$ cat config.mk
export PLATFORM = sky130hd
export DESIGN_NAME = mpuart_rx
export DESIGN_NICKNAME = d
export VERILOG_FILES = /design/src/rtl/mpuart_pkg.sv /design/src/rtl/mpuart_tick.sv /design/src/rtl/mpuart_filter.sv /design/src/rtl/mpuart_frame.sv /design/src/rtl/mpuart_rx.sv
export SDC_FILE = /design/constraint.sdc
export NUM_CORES = 1
export LEC_CHECK = 0
export BUFFER_PORTS_ARGS = -buffer_cell sky130_fd_sc_hd__clkbuf_2
export CAP_MARGIN = 40
export CORE_MARGIN = 2
export CORE_UTILIZATION = 61
export DETAILED_ROUTE_END_ITERATION = 12
export PLACE_DENSITY = 0.82
export SETUP_SLACK_MARGIN = 0.05
export SLEW_MARGIN = 40
export SYNTH_ARGS = -nofsm -noshare
export SYNTH_HDL_FRONTEND = slang
export SYNTH_SLANG_ARGS = --single-unit
$ cat constraint.sdc
create_clock -name clk -period 2.85 [get_ports clk]
set_clock_uncertainty 0.15 [all_clocks]
set_input_delay 0.285 -clock clk [delete_from_list [all_inputs] [get_ports clk]]
set_output_delay 0.285 -clock clk [all_outputs]
set_load 0.05 [all_outputs]
$ cat src/rtl/mpuart_pkg.sv
package mpuart_pkg;

    localparam int DATA_W = 8;
    localparam int OVS    = 16;
    localparam int OVS_W  = $clog2(OVS);
    localparam int MID    = OVS / 2 - 1;
    localparam int IDX_W  = $clog2(DATA_W);

    typedef struct packed {
        logic sync_sel;
        logic filt_en;
        logic par_odd;
        logic par_en;
        logic wait_addr;
        logic mp_en;
    } ctl_t;

    localparam int CTL_W = $bits(ctl_t);

    typedef enum logic [2:0] {
        ST_IDLE,
        ST_START,
        ST_DATA,
        ST_EXTRA,
        ST_STOP
    } rx_state_e;

    typedef struct packed {
        logic [DATA_W-1:0] data;
        logic              xbit;
        logic              stop_ok;
    } frame_t;

    typedef struct packed {
        logic [DATA_W-1:0] data;
        logic              mpb;
        logic              done;
        logic              ovr;
        logic              ferr;
        logic              perr;
    } stat_t;

    function automatic logic maj3(input logic [2:0] s);
        return (s[0] & s[1]) | (s[0] & s[2]) | (s[1] & s[2]);
    endfunction

    function automatic logic parity_bad(input logic [DATA_W-1:0] d,
                                        input logic pbit, input logic odd);
        return ((^d) ^ pbit) != odd;
    endfunction

endpackage

$ cat src/rtl/mpuart_tick.sv
module mpuart_tick #(
    parameter int DIV = 2
) (
    input  logic clk,
    input  logic rst,
    output logic tick
);
    localparam int CNT_W = (DIV > 1) ? $clog2(DIV) : 1;

    logic [CNT_W-1:0] cnt;

    always_ff @(posedge clk) begin
        if (rst) begin
            cnt  <= '0;
            tick <= 1'b0;
        end else if (cnt == CNT_W'(DIV - 1)) begin
            cnt  <= '0;
            tick <= 1'b1;
        end else begin
            cnt  <= cnt + 1'b1;
            tick <= 1'b0;
        end
    end

    tick_pulse_chk: assert property (@(posedge clk) disable iff (rst)
        (DIV > 1 && tick) |=> !tick);

endmodule

$ cat src/rtl/mpuart_filter.sv
module mpuart_filter (
    input  logic clk,
    input  logic rst,
    input  logic tick,
    input  logic din,
    input  logic filt_en,
    output logic dout
);
    import mpuart_pkg::*;

    logic [1:0] sync_q;
    logic [2:0] hist;

    always_ff @(posedge clk) begin
        if (rst) begin
            sync_q <= 2'b11;
            hist   <= 3'b111;
        end else begin
            sync_q <= {sync_q[0], din};
            if (tick) hist <= {hist[1:0], sync_q[1]};
        end
    end

    assign dout = filt_en ? maj3(hist) : hist[0];


    filt_hold_chk: assert property (@(posedge clk) disable iff (rst)
        (filt_en && $past(filt_en) && !$past(tick)) |-> $stable(dout));

endmodule

$ cat src/rtl/mpuart_frame.sv
module mpuart_frame (
    input  logic   clk,
    input  logic   rst,
    input  logic   tick,
    input  logic   rxd,
    input  logic   has_x,
    output mpuart_pkg::frame_t frm,
    output logic   frm_vld
);
    import mpuart_pkg::*;

    rx_state_e         st;
    logic [OVS_W-1:0]  ocnt;
    logic [IDX_W-1:0]  bidx;
    logic [DATA_W-1:0] sh;
    logic              xb;

    wire last_tick = (ocnt == OVS_W'(OVS - 1));

    always_ff @(posedge clk) begin
        if (rst) begin
            st      <= ST_IDLE;
            ocnt    <= '0;
            bidx    <= '0;
            sh      <= '0;
            xb      <= 1'b0;
            frm     <= '0;
            frm_vld <= 1'b0;
        end else begin
            frm_vld <= 1'b0;
            if (tick) begin
                case (st)
                    ST_IDLE: begin
                        if (!rxd) begin
                            st   <= ST_START;
                            ocnt <= '0;
                            xb   <= 1'b0;
                        end
                    end
                    ST_START: begin
                        if (ocnt == OVS_W'(MID)) begin
                            ocnt <= '0;
                            bidx <= '0;
                            st   <= rxd ? ST_IDLE : ST_DATA;
                        end else begin
                            ocnt <= ocnt + 1'b1;
                        end
                    end
                    ST_DATA: begin
                        ocnt <= ocnt + 1'b1;
                        if (last_tick) begin
                            sh   <= {rxd, sh[DATA_W-1:1]};
                            bidx <= bidx + 1'b1;
                            if (bidx == IDX_W'(DATA_W - 1))
                                st <= has_x ? ST_EXTRA : ST_STOP;
                        end
                    end
                    ST_EXTRA: begin
                        ocnt <= ocnt + 1'b1;
                        if (last_tick) begin
                            xb <= rxd;
                            st <= ST_STOP;
                        end
                    end
                    ST_STOP: begin
                        ocnt <= ocnt + 1'b1;
                        if (last_tick) begin
                            frm     <= '{data: sh, xbit: xb, stop_ok: rxd};
                            frm_vld <= 1'b1;
                            st      <= ST_IDLE;
                        end
                    end
                    default: st <= ST_IDLE;
                endcase
            end
        end
    end


    vld_pulse_chk: assert property (@(posedge clk) disable iff (rst)
        frm_vld |=> !frm_vld);


    vld_from_stop_chk: assert property (@(posedge clk) disable iff (rst)
        frm_vld |-> $past(st) == ST_STOP);

endmodule

$ cat src/rtl/mpuart_rx.sv
module mpuart_rx #(
    parameter int DIV = 2
) (
    input  logic       clk,
    input  logic       rst,
    input  logic       rxd,
    input  logic       ctl_we,
    input  logic [5:0] ctl_wdata,
    input  logic       rx_rd,
    output logic [7:0] rx_data,
    output logic       rx_mpb,
    output logic       rx_done,
    output logic       rx_ovr,
    output logic       rx_ferr,
    output logic       rx_perr,
    output logic       addr_wait
);
    import mpuart_pkg::*;

    ctl_t   ctl_q;
    stat_t  st_q;
    frame_t frm;
    logic   frm_vld, tick, line;

    wire mp_eff   = ctl_q.mp_en & ~ctl_q.sync_sel;
    wire filt_eff = ctl_q.filt_en & ~ctl_q.sync_sel;
    wire par_eff  = ctl_q.par_en & ~mp_eff;
    wire has_x    = mp_eff | par_eff;
    wire discard  = frm_vld & mp_eff & ctl_q.wait_addr & ~frm.xbit;
    wire accept   = frm_vld & ~discard;

    mpuart_tick #(.DIV(DIV)) u_tick (.clk(clk), .rst(rst), .tick(tick));

    mpuart_filter u_filt (
        .clk(clk), .rst(rst), .tick(tick), .din(rxd),
        .filt_en(filt_eff), .dout(line)
    );

    mpuart_frame u_frame (
        .clk(clk), .rst(rst), .tick(tick), .rxd(line),
        .has_x(has_x), .frm(frm), .frm_vld(frm_vld)
    );

    always_ff @(posedge clk) begin
        if (rst) begin
            ctl_q <= '0;
        end else if (ctl_we) begin
            ctl_q <= ctl_t'(ctl_wdata);
        end else if (accept && mp_eff && ctl_q.wait_addr) begin
            ctl_q.wait_addr <= 1'b0;
        end
    end

    always_ff @(posedge clk) begin
        if (rst) begin
            st_q <= '0;
        end else if (accept) begin
            if (st_q.done && !rx_rd) begin
                st_q.ovr <= 1'b1;
            end else begin
                st_q.data <= frm.data;
                st_q.mpb  <= mp_eff & frm.xbit;
                st_q.done <= 1'b1;
                st_q.ovr  <= 1'b0;
                st_q.ferr <= ~frm.stop_ok;
                st_q.perr <= par_eff & parity_bad(frm.data, frm.xbit, ctl_q.par_odd);
            end
        end else if (rx_rd) begin
            st_q.done <= 1'b0;
            st_q.ovr  <= 1'b0;
            st_q.ferr <= 1'b0;
            st_q.perr <= 1'b0;
        end
    end

    assign rx_data   = st_q.data;
    assign rx_mpb    = st_q.mpb;
    assign rx_done   = st_q.done;
    assign rx_ovr    = st_q.ovr;
    assign rx_ferr   = st_q.ferr;
    assign rx_perr   = st_q.perr;
    assign addr_wait = ctl_q.wait_addr;


    reset_clear_chk: assert property (@(posedge clk)
        rst |=> (ctl_q == '0) && !rx_done && !rx_ovr && !rx_ferr && !rx_perr);


    discard_quiet_chk: assert property (@(posedge clk) disable iff (rst)
        (discard && !rx_rd) |=> $stable(rx_done) && $stable(rx_ovr) &&
            $stable(rx_ferr) && $stable(rx_perr) && $stable(rx_data));


    addr_clear_chk: assert property (@(posedge clk) disable iff (rst)
        (frm_vld && mp_eff && ctl_q.wait_addr && frm.xbit && !ctl_we)
            |=> !addr_wait && rx_done);


    mp_no_parity_chk: assert property (@(posedge clk) disable iff (rst)
        (frm_vld && mp_eff && !ctl_q.wait_addr && !rx_done) |=> !rx_perr);


    sync_no_mpb_chk: assert property (@(posedge clk) disable iff (rst)
        (frm_vld && ctl_q.sync_sel && !rx_done) |=> rx_done && !rx_mpb);


    overrun_keep_chk: assert property (@(posedge clk) disable iff (rst)
        (accept && rx_done && !rx_rd) |=> rx_ovr && $stable(rx_data));

endmodule

==> impl_metrics.tcl <==
set metrics [dict create \
    status "completed" \
    cp-end-kind "register" \
    clk-insertion-delay-late_ps 310 \
    max_stage_delay_ps 660 \
    worstPathArrival_ps 2040 \
    worstSetupPathType "reg2reg" \
    antenna_found_initial 0 \
    setup_viol 0 \
    synth_area_sq_mm 0.00244 \
    yosys_warnings 0 \
    place_hpwl_um 3020 \
    postCtsSetupBuffers 0 \
    path_max_fanout 15 \
    p_per_area_mw_per_mm2 482 \
    drt-total-wl_um 4210 \
    area_delta_synth_final_pct 9.17 \
    wl_per_cell_um 13.0 \
    htreeDepth 2 \
    worstPathRequired_ps 2910 \
    fmaxAchievable_mhz 503 \
    regToRegSetupSlack_ps 860 \
    synth_ff_type "dfxtp_1" \
    grt_pass1_wl_um 7000 \
    synth_cells 250 \
    core-area_sq_mm 0.00391 \
    stdcell_count 323 \
    root_buffer "clkbuf_8" \
    start_util_pct 62.4 \
    first_iter_violations 79 \
    dpl.cell_count 314 \
    fin_crit_ps 1990 \
    worstHoldPathType "in2reg" \
    yosysSeqAreaShare_pct 45.9 \
    numPortBuffers 24 \
    rsz0062_at_grt "false" \
    dieWidth_um 67.3 \
    hold_viol_final 0 \
    synth.distinct_cells 49 \
    tns_ps 0 \
    relSlewSlack_pct 65.3 \
    clock_sinks 56 \
    die-area_sq_mm 0.00453 \
    route.vias.total 1778 \
    syn-num-nets 264 \
    avgSynthCellArea_sq_um 9.77 \
    grt_use_total_pct 20.5 \
    final.period_utilization_pct 69.7 \
    r2r_cells 5 \
    regArea_sq_mm 0.00112 \
    min_path_cells 2 \
    critical-path-slowest-cell "dfxtp_1" \
    pin_count 25 \
    final_nets 286 \
    grt_overflow 0 \
    async_flop_share_pct 0 \
    n_fill_cell 316 \
    multi_input_area_sq_mm 0.00121 \
    slew_violations 0 \
    cts_buffers 5 \
    drc 0 \
    leakage_nw 1.16 \
    via_per_inst 5.50 \
    synth-edff-count 0 \
    critPathLaunchType "register" \
    firstDrtPassIters 4 \
    die_h_um 67.3 \
    ir_drop_uv 311 \
    antenna_cells 0 \
    drive_above_1_share_pct 18.3 \
    cts.path.max_buffers 2 \
    cts_tree "done" \
    rows 23 \
    crit_chain "xor2_1, a311oi_2, nor3_2, nand2_2, mux2_4" \
    tightest_slew_ps 519 \
    gp_congestion 0.812 \
    path_clk_slew_ps 100 \
    grt_start_max_net_pins 41 \
    max-cap-violations 0 \
    ys_seq_elements 56 \
    grt_pass1_vias 1588 \
    detail-route-antenna-nets 0 \
]
[power by group]
part | leakage [nW] | internal [W] | total (W) | switching, W
clock | 0.0445 | 0.000175 | 0.000428 | 0.000253
sequential | 0.453 | 0.000791 | 0.000800 | 0.00000845
combinational | 0.661 | 0.0000229 | 0.0000584 | 0.0000355
[layout make-up]
cell class / count / share of cell area (%)
inverters: 7 / 0.985
repair buffers: 29 / 6.00
clock inverters: 3 / 0.797
clock buffers: 5 / 2.58
multi-input cells: 173 / 45.3
flip-flops and latches: 56 / 42.0
well taps: 50 / 2.35
[sequential cells by signal (all words and copies together), names as in the netlist, 2 cells and up]
register / flops
u_frame.st: 3
u_frame.ocnt: 4
u_frame.sh: 8
rx_data: 8
u_filt.sync_q: 2
u_frame.frm: 10
ctl_q: 5
u_frame.bidx: 3
u_filt.hist: 3
[worst max-delay path, delay by kind of cell, from the launching register on]
family | cells | cell delay (ps)
DFF | 1 | 660
and+or+nand+nor | 2 | 410
muxes | 1 | 300
xor gates and xnor gates | 1 | 230
AOI/OAI and AO/OA | 1 | 130
[stage by stage]
step	utilization (%)	setup slack (ps)	hold slack, ps	power, W	instance area [sq um]
floorplan	-	928	214	0.000858	2440
global placement	65.6	943	241	0.000874	2570
detailed placement	65.6	885	247	0.000875	2570
CTS	68.2	864	5.83	0.00130	2670
global route	68.2	734	8.12	0.00134	2670
finish	68.2	864	14.2	0.00129	2670
[routing by layer]
metal	wire (um)	part of all wire (%)	global-route usage [%]	vias to the layer above
li1	-	-	-	911
met4	61	1.4	6.89	0
met3	156	3.7	5.50	6
met5	0	0	0	-
met2	2010	48	34.5	31
met1	1980	47	25.3	830
[cells by family after synthesis]
kind of cell / synth area share, %
and+or+nand+nor: 17.4
DFF: 45.9
muxes: 15.0
AOI/OAI and AO/OA: 10.9
buffers and inverters: 4.71
xor gates and xnor gates: 4.66
adders and majority gates: 1.54
[cell usage in the layout, fill, tap and decap left out, types with 3 or more instances in the layout]
master | synthesis | routed
dfxtp_1 | 56 | 56
nor2_1 | 46 | 46
mux2i_1 | 35 | 35
clkbuf_2 | 0 | 24
xnor2_1 | 12 | 12
nand2_1 | 9 | 9
a21oi_1 | 8 | 8
inv_1 | 7 | 7
nand4_1 | 5 | 5
nor2b_1 | 5 | 5
clkbuf_8 | 0 | 5
buf_4 | 3 | 4
o21ai_0 | 3 | 3
a211oi_1 | 3 | 3
nor3_1 | 3 | 3
nand2b_1 | 3 | 3
ha_1 | 3 | 3
[cells in the mapped netlist (2+ instances only)]
cell,count,area [sq um]
dfxtp_1,56,1120
nor2_1,46,173
mux2i_1,35,350
xnor2_1,12,105
nand2_1,9,33.8
a21oi_1,8,40.0
inv_1,7,26.3
clkbuf_1,6,22.5
nand4_1,5,31.3
nor2b_1,5,31.3
a211oi_1,3,22.5
buf_4,3,22.5
buf_6,3,33.8
ha_1,3,37.5
nand2b_1,3,18.8
nor3_1,3,15.0
o21ai_0,3,15.0
a22oi_1,2,15.0
a31oi_1,2,12.5
and3_2,2,15.0
buf_2,2,10.0
nand4b_1,2,17.5
o21a_1,2,15.0
o31ai_1,2,15.0
or2_2,2,12.5
[repair_timing]
action / CTS / global route
gates resized for setup: 0 / 0
endpoints found under the setup margin: 0 / 0
hold buffers: 1 / 0
endpoints found under the hold margin: 1 / 0
[worst paths after layout]
kind | startpoint | end
worst min register to register | u_tick.cnt | u_tick.cnt
worst max register to register | u_frame.st[0] | u_frame.st[0]
worst min-delay path | rx_rd | rx_ovr
worst max-delay path | u_frame.st[0] | u_frame.st[0]
Power figures use the tool's default switching activity.
